**src/rtl/ep0_pkg.sv**
```systemverilog
package ep0_pkg;
    typedef enum logic [1:0] {TK_SETUP = 2'd0, TK_OUT = 2'd1, TK_IN = 2'd2} tok_e;
    typedef enum logic [1:0] {HS_ACK = 2'd0, HS_NAK = 2'd1, HS_STALL = 2'd2} hs_e;
    typedef enum logic [1:0] {CT_IDLE = 2'd0, CT_DATA = 2'd1, CT_STATUS = 2'd2} ctl_e;

    localparam int B_OUT_RDY  = 0;
    localparam int B_IN_RDY   = 1;
    localparam int B_CPU_STL  = 2;
    localparam int B_DATA_END = 3;
    localparam int B_HW_STL   = 4;
    localparam int B_EARLY    = 5;
    localparam int B_SVC_OUT  = 6;
    localparam int B_SVC_END  = 7;
endpackage

```
**src/rtl/ep0_xfer_fsm.sv**
```systemverilog
module ep0_xfer_fsm
    import ep0_pkg::*;
#(
    parameter int MAX_PKT = 64,
    parameter int LEN_W   = 10
) (
    input  logic             clk,
    input  logic             rst_n,
    input  logic             txn_valid,
    input  logic [1:0]       txn_kind,
    input  logic             txn_toggle_ok,
    input  logic             txn_status,
    input  logic [LEN_W-1:0] txn_len,
    input  logic             out_rdy,
    input  logic             in_rdy,
    input  logic             cpu_stall,
    input  logic             data_end,
    output logic             ev_setup,
    output logic             ev_out_ack,
    output logic             ev_hw_stall,
    output logic             ev_early_end,
    output logic             hs_valid,
    output logic [1:0]       hs_code
);
    localparam logic [LEN_W-1:0] MAX_LIM = LEN_W'(MAX_PKT);

    ctl_e state_q, state_d;
    logic defer_q, defer_d;
    hs_e  code_d, code_q;
    logic is_setup, is_out, violation, ack_data, status_ack;

    always_comb begin
        is_setup  = (txn_kind == TK_SETUP);
        is_out    = (txn_kind == TK_OUT);
        violation = !is_setup && ((txn_status && !txn_toggle_ok) ||
                                  (!txn_status && data_end) ||
                                  (is_out && (txn_len > MAX_LIM)));
        if (is_setup)                 code_d = HS_ACK;
        else if (cpu_stall)           code_d = HS_STALL;
        else if (defer_q || violation) code_d = HS_STALL;
        else if (is_out ? out_rdy : !in_rdy) code_d = HS_NAK;
        else                          code_d = HS_ACK;

        ev_setup     = txn_valid && is_setup;
        ev_hw_stall  = txn_valid && !is_setup && !cpu_stall && (defer_q || violation);
        ack_data     = txn_valid && !is_setup && (code_d == HS_ACK);
        ev_out_ack   = ack_data && is_out && !txn_status;
        status_ack   = ack_data && txn_status;
        ev_early_end = (ev_setup || status_ack) && (state_q == CT_DATA) && !data_end;

        if (ev_setup)         defer_d = !txn_toggle_ok;
        else if (ev_hw_stall) defer_d = 1'b0;
        else                  defer_d = defer_q;

        state_d = state_q;
        if (ev_setup) begin
            state_d = CT_DATA;
        end else if (ev_hw_stall) begin
            state_d = CT_IDLE;
        end else begin
            unique case (state_q)
                CT_IDLE:   state_d = CT_IDLE;
                CT_DATA:   if (status_ack) state_d = CT_IDLE;
                           else if (data_end) state_d = CT_STATUS;
                CT_STATUS: if (status_ack) state_d = CT_IDLE;
                default:   state_d = CT_IDLE;
            endcase
        end
    end

    // transfer state register
    always_ff @(posedge clk or negedge rst_n) begin
        if (!rst_n) begin
            state_q <= CT_IDLE;
            defer_q <= 1'b0;
        end else begin
            state_q <= state_d;
            defer_q <= defer_d;
        end
    end

    // handshake outputs
    always_ff @(posedge clk or negedge rst_n) begin
        if (!rst_n) begin
            hs_valid <= 1'b0;
            code_q   <= HS_ACK;
        end else begin
            hs_valid <= txn_valid;
            code_q   <= txn_valid ? code_d : HS_ACK;
        end
    end
    assign hs_code = code_q;

    assert_setup_always_acked_R2: assert property (@(posedge clk) disable iff (!rst_n)
        (txn_valid && txn_kind == TK_SETUP) |=> (hs_valid && hs_code == HS_ACK));
    assert_deferred_stall_applied_R3: assert property (@(posedge clk) disable iff (!rst_n)
        (defer_q && txn_valid && txn_kind != TK_SETUP) |=> (hs_code == HS_STALL));
    assert_handshake_follows_strobe_R2: assert property (@(posedge clk) disable iff (!rst_n)
        hs_valid |-> $past(txn_valid));
endmodule

```
**src/rtl/ep0_csr.sv**
```systemverilog
module ep0_csr
    import ep0_pkg::*;
(
    input  logic       clk,
    input  logic       rst_n,
    input  logic       cpu_wr,
    input  logic [7:0] cpu_wdata,
    input  logic       ev_setup,
    input  logic       ev_out_ack,
    input  logic       ev_hw_stall,
    input  logic       ev_early_end,
    input  logic       in_acked,
    output logic       out_rdy,
    output logic       in_rdy,
    output logic       cpu_stall,
    output logic       data_end,
    output logic       hw_stall,
    output logic       early_end,
    output logic [7:0] cpu_rdata
);
    logic out_d, in_d, cst_d, de_d, hws_d, ee_d;
    logic unused_ro_bits;
    assign unused_ro_bits = ^{cpu_wdata[B_OUT_RDY], cpu_wdata[B_EARLY]};

    // CPU effect first, hardware events applied last so they win
    always_comb begin
        out_d = out_rdy; in_d = in_rdy; cst_d = cpu_stall;
        de_d  = data_end; hws_d = hw_stall; ee_d = early_end;
        if (cpu_wr) begin
            if (cpu_wdata[B_SVC_OUT])  out_d = 1'b0;
            if (cpu_wdata[B_IN_RDY])   in_d  = 1'b1;
            cst_d = cpu_wdata[B_CPU_STL];
            if (cpu_wdata[B_DATA_END]) de_d  = 1'b1;
            if (!cpu_wdata[B_HW_STL])  hws_d = 1'b0;
            if (cpu_wdata[B_SVC_END])  ee_d  = 1'b0;
        end
        if (ev_setup || ev_out_ack)    out_d = 1'b1;
        if (ev_setup || in_acked)      in_d  = 1'b0;
        if (ev_setup || ev_hw_stall)   de_d  = 1'b0;
        if (ev_hw_stall)               hws_d = 1'b1;
        if (ev_early_end)              ee_d  = 1'b1;
    end

    always_ff @(posedge clk or negedge rst_n) begin
        if (!rst_n) begin
            out_rdy <= 1'b0; in_rdy <= 1'b0; cpu_stall <= 1'b0;
            data_end <= 1'b0; hw_stall <= 1'b0; early_end <= 1'b0;
        end else begin
            out_rdy <= out_d; in_rdy <= in_d; cpu_stall <= cst_d;
            data_end <= de_d; hw_stall <= hws_d; early_end <= ee_d;
        end
    end

    assign cpu_rdata = {2'b00, early_end, hw_stall, data_end, cpu_stall, in_rdy, out_rdy};

    assert_early_end_cleared_by_cpu_R11: assert property (@(posedge clk) disable iff (!rst_n)
        $fell(early_end) |-> $past(cpu_wr && cpu_wdata[B_SVC_END]));
    assert_out_rdy_cleared_by_cpu_R12: assert property (@(posedge clk) disable iff (!rst_n)
        $fell(out_rdy) |-> $past(cpu_wr && cpu_wdata[B_SVC_OUT]));
    assert_setup_sets_out_rdy_R13: assert property (@(posedge clk) disable iff (!rst_n)
        ev_setup |=> out_rdy);
endmodule

```
**src/rtl/ep0_ctrl_status.sv**
```systemverilog
module ep0_ctrl_status
    import ep0_pkg::*;
#(
    parameter int MAX_PKT = 64,
    parameter int LEN_W   = 10
) (
    input  logic             clk,
    input  logic             rst_n,
    input  logic             txn_valid,
    input  logic [1:0]       txn_kind,
    input  logic             txn_toggle_ok,
    input  logic             txn_status,
    input  logic [LEN_W-1:0] txn_len,
    input  logic             in_acked,
    input  logic             cpu_wr,
    input  logic [7:0]       cpu_wdata,
    output logic [7:0]       cpu_rdata,
    output logic             hs_valid,
    output logic [1:0]       hs_code
);
    logic out_rdy, in_rdy, cpu_stall, data_end, hw_stall, early_end;
    logic ev_setup, ev_out_ack, ev_hw_stall, ev_early_end;

    ep0_xfer_fsm #(.MAX_PKT(MAX_PKT), .LEN_W(LEN_W)) fsm_i (
        .clk(clk), .rst_n(rst_n), .txn_valid(txn_valid), .txn_kind(txn_kind),
        .txn_toggle_ok(txn_toggle_ok), .txn_status(txn_status), .txn_len(txn_len),
        .out_rdy(out_rdy), .in_rdy(in_rdy), .cpu_stall(cpu_stall), .data_end(data_end),
        .ev_setup(ev_setup), .ev_out_ack(ev_out_ack), .ev_hw_stall(ev_hw_stall),
        .ev_early_end(ev_early_end), .hs_valid(hs_valid), .hs_code(hs_code)
    );

    ep0_csr csr_i (
        .clk(clk), .rst_n(rst_n), .cpu_wr(cpu_wr), .cpu_wdata(cpu_wdata),
        .ev_setup(ev_setup), .ev_out_ack(ev_out_ack), .ev_hw_stall(ev_hw_stall),
        .ev_early_end(ev_early_end), .in_acked(in_acked),
        .out_rdy(out_rdy), .in_rdy(in_rdy), .cpu_stall(cpu_stall), .data_end(data_end),
        .hw_stall(hw_stall), .early_end(early_end), .cpu_rdata(cpu_rdata)
    );

    assert_hw_stall_flag_with_stall_R4: assert property (@(posedge clk) disable iff (!rst_n)
        $rose(hw_stall) |-> (hs_valid && hs_code == HS_STALL));
    assert_cpu_stall_no_flag_R7: assert property (@(posedge clk) disable iff (!rst_n)
        (cpu_stall && txn_valid && txn_kind != TK_SETUP) |=> (hs_code == HS_STALL));
endmodule

```
**config.mk**
```make
export PLATFORM = sky130hd
export DESIGN_NAME = ep0_ctrl_status
export DESIGN_NICKNAME = d
export VERILOG_FILES = /design/src/rtl/ep0_pkg.sv /design/src/rtl/ep0_xfer_fsm.sv /design/src/rtl/ep0_csr.sv /design/src/rtl/ep0_ctrl_status.sv
export SDC_FILE = /design/constraint.sdc
export NUM_CORES = 1
export LEC_CHECK = 0
export ABC_AREA = 1
export BUFFER_PORTS_ARGS = -buffer_cell sky130_fd_sc_hd__buf_2
export CAP_MARGIN = 20
export CORE_UTILIZATION = 46
export DETAILED_ROUTE_END_ITERATION = 6
export GPL_ROUTABILITY_DRIVEN = 0
export HOLD_SLACK_MARGIN = 0.12
export PLACE_DENSITY = 0.82
export SETUP_SLACK_MARGIN = 0.15
export SLEW_MARGIN = 20
export SYNTH_ARGS = -nofsm -noshare
export SYNTH_HDL_FRONTEND = slang
export SYNTH_SLANG_ARGS = --single-unit
```
**constraint.sdc**
```tcl
create_clock -name clk -period 2.9 [get_ports clk]
set_input_delay 0.58 -clock clk [delete_from_list [all_inputs] [get_ports clk]]
set_output_delay 0.58 -clock clk [all_outputs]
set_load 0.005 [all_outputs]
```
==> impl_results.md <==
* Status: completed
* CP endpoint: cpu_rdata[3]
* Post-Synth XOR/XNOR Area at 0%
* Setup bufs post-CTS at 0
* RSZ-0062 raised after global routing: false
* Layout Skew at between 0.003 and 0.004 ns
* Design Area, Final at 852 um2
* Reg clk slew, reported paths at 0.08 ns
* Gr usage total at a little under a quarter
* Largest net degree at the start of global routing at 13
* Vias in the first global route at roughly 590
* Reg2Reg Capture Point: fsm_i.state_q[0]
* Crit-path cells: buf_2
* Inserted Diodes at 0
* CP Class: flop to output port
* Vias at ~660
* Static leakage at just over 0.5 nW
* CTS Buf Count at 3
* Starting Density at between 50% and 60%
* Netlist cell types at 18
* Clk buf depth at 2
* CP Launch Point: csr_i.data_end
* Hpwl dp at 1.16 mm
* Seq cells post-synth at 12
* Final setup vio count at 0
* Synthesized area at about 700 um2
* Buf+Inv Stages, Crit Path at 1
* Reg2reg start: csr_i.data_end
* Crit-path slowest cell: dfrtp_1
* Post-Synth Simple-Gate Area at around a third
* Worst Path Required at 2.32 ns
* Max-cap violations at 0
* Reg power frac at between 40% and 50%
* Yosys Warn Count at 0
* Slew Limit Fails at 0
* Post-synthesis share of cell area spent on full adders, half adders and majority gates at 0%
* Layout fillers at approximately 120
* Antenna viol nets, final at 0
* Sequential area share after synthesis at between 40% and 50%
* CTS sink count at 12
* Worst VDD drop at 237 uV
* Final wirelength at about 1.5 mm
* FMAX at around 690 MHz
* Clock Latency Late Sink at about 0.28 ns
* Largest family of logic cells by synthesized area: simple AND/OR/NAND/NOR gates
* Setup_tns at 0 ns
* H-tree depth at 1
* CP endpoint kind: output port
* First-pass GRT wire length at between 2 and 2.5 mm
* IO Pins at 38
* Crit path depth at 1
* Final nets at between 100 and 150
* Startpoint type of the worst setup path: flop
* Critical Path Fanout Max at 5
* Final Cycle Share at about 50%
* CP top delay family: flip-flops
* Final Hold Fails at 0
* Die Ht at 40.7 um
* Clock tree from TritonCTS: done
* Post-synthesis compound-gate area fraction at 7.64%
* Cell internal pwr at just over 0.3 mW
* Routed WL per cell at roughly 11 um
* Hold slack final at about 0.17 ns
* GRT Residual Overflow at 0
* Layout cells sized above 1 at a little under two fifths
* Layout Utilization at between 60% and 70%
* Routed vias/inst at between 4 and 5
* R2R depth at 6
* Flop2flop setup slack at ~1.7 ns
* IO buf count at 33
* Die area at 1650 um2
* Net switching power at around 0.13 mW
* Cell Pwr Density at 508 nW/um2
* Synthesized area per cell at about 7.7 um2
* Detailed Route Iter0 Violations at 10
* Clock root cell: clkbuf_4
* Sw Ratio at 29.3%
* Post-Synthesis Cells at 89
* Mux contribution to synthesized area at 0%
* Clock share of power at between 30% and 40%
* Worst min-delay path class: input pin to async pin
* Comb power frac at 22.5%
* Placed cell area at ~820 um2
* Rows at 13
* Drt drc at 0
* Initial antenna violation count at 0
* Max incr delay on CP at 0.44 ns
* Core Area at around 1400 um2
* Post-layout min period at about 1.5 ns
* Post-CTS Hold Fix Bufs at 0
* Layout area overhead at 23.8%
* Worst EP arrival at 0.88 ns
* CTS resizes at 0
* Total iterations of the first detailed-routing run at 4
* Die width at 40.7 um
-- registers in the layout, indices dropped and copies added (netlist names) --
register	count
csr_i.early_end	1
csr_i.hw_stall	1
csr_i.out_rdy	1
csr_i.cpu_stall	1
fsm_i.hs_valid	1
fsm_i.state_q	2
csr_i.in_rdy	1
fsm_i.hs_code	2
csr_i.data_end	1
fsm_i.defer_q	1
-- layout by cell type (no fill, tap or decap), drive strengths merged --
master / n
nor3: 3
dfrtp: 12
a21oi: 2
nor2: 11
nand2: 24
o22ai: 1
conb: 2
or2: 1
buf: 33
o21bai: 1
nand3: 6
inv: 12
o21ai: 5
clkbuf: 4
nand4: 2
-- through the flow --
step                power, mW  cells  setup WS (ns)
floorplan               0.269     90           1.52
global placement        0.293    130           1.31
detailed placement      0.299    130           1.28
CTS                     0.435    134           1.46
global route            0.456    134           1.43
finish                  0.432    134           1.44
-- logic make-up (layout without fill, tap and decap cells) --
kind of cell           count (synthesis)  count (layout)
AND/OR/NAND/NOR                       47              47
AO/OA/AOI/OAI                          9               9
buffers and inverters                 20              49
flip-flops                            12              12
other                                  1               2
-- metal layers --
layer  track usage, %  wire length, um
met1             27.4              641
met2             36.5              747
met3             4.89              101
met4             16.7               41
met5                0                0
-- power groups by stage --
stage | registers, mW | logic, mW | clock network [mW]
2_1_floorplan | 0.200 | 0.0691 | 0
3_3_place_gp | 0.201 | 0.0926 | 0
3_5_place_dp | 0.202 | 0.0967 | 0
4_1_cts | 0.199 | 0.0977 | 0.138
5_1_grt | 0.202 | 0.110 | 0.144
6_report | 0.199 | 0.0974 | 0.136
-- cell usage after synthesis (all sizes together) --
cell    count  area share [%]
conb        1            0.54
o22ai       1            0.91
dfrtp      12              44
a21oi       2             1.5
nand2      24              15
o21ai       5             3.6
buf         8             8.7
nand3       6             4.4
inv        12             6.5
o21bai      1             1.6
nor3        3             4.5
or2         1             1.3
nor2       11             6.0
nand4       2             1.8
-- final cells by class --
type,count,area (um2),share of cell area (%)
multi-input cells,58,287,33.6
inverters,12,45.0,5.29
flip-flops and latches,12,300,35.2
well taps,15,18.8,2.20
clock buffers,4,36.3,4.26
repair buffers,33,165,19.4
-- how the worst min path moves through the flow --
| stage | from | endpoint | slack, ns | cells after the start |
|---|---|---|---|---|
| finish | rst_n | fsm_i.state_q[0] | 0.17 | 1 |
| floorplan | rst_n | csr_i.cpu_stall | 0.28 | 0 |
| detailed placement | rst_n | fsm_i.hs_code[1] | 0.47 | 1 |
| global route | rst_n | fsm_i.hs_code[1] | 0.18 | 1 |
| CTS | rst_n | csr_i.hw_stall | 0.17 | 1 |
| global placement | rst_n | fsm_i.hs_code[0] | 0.46 | 1 |
(Power assumes the default switching activity.)
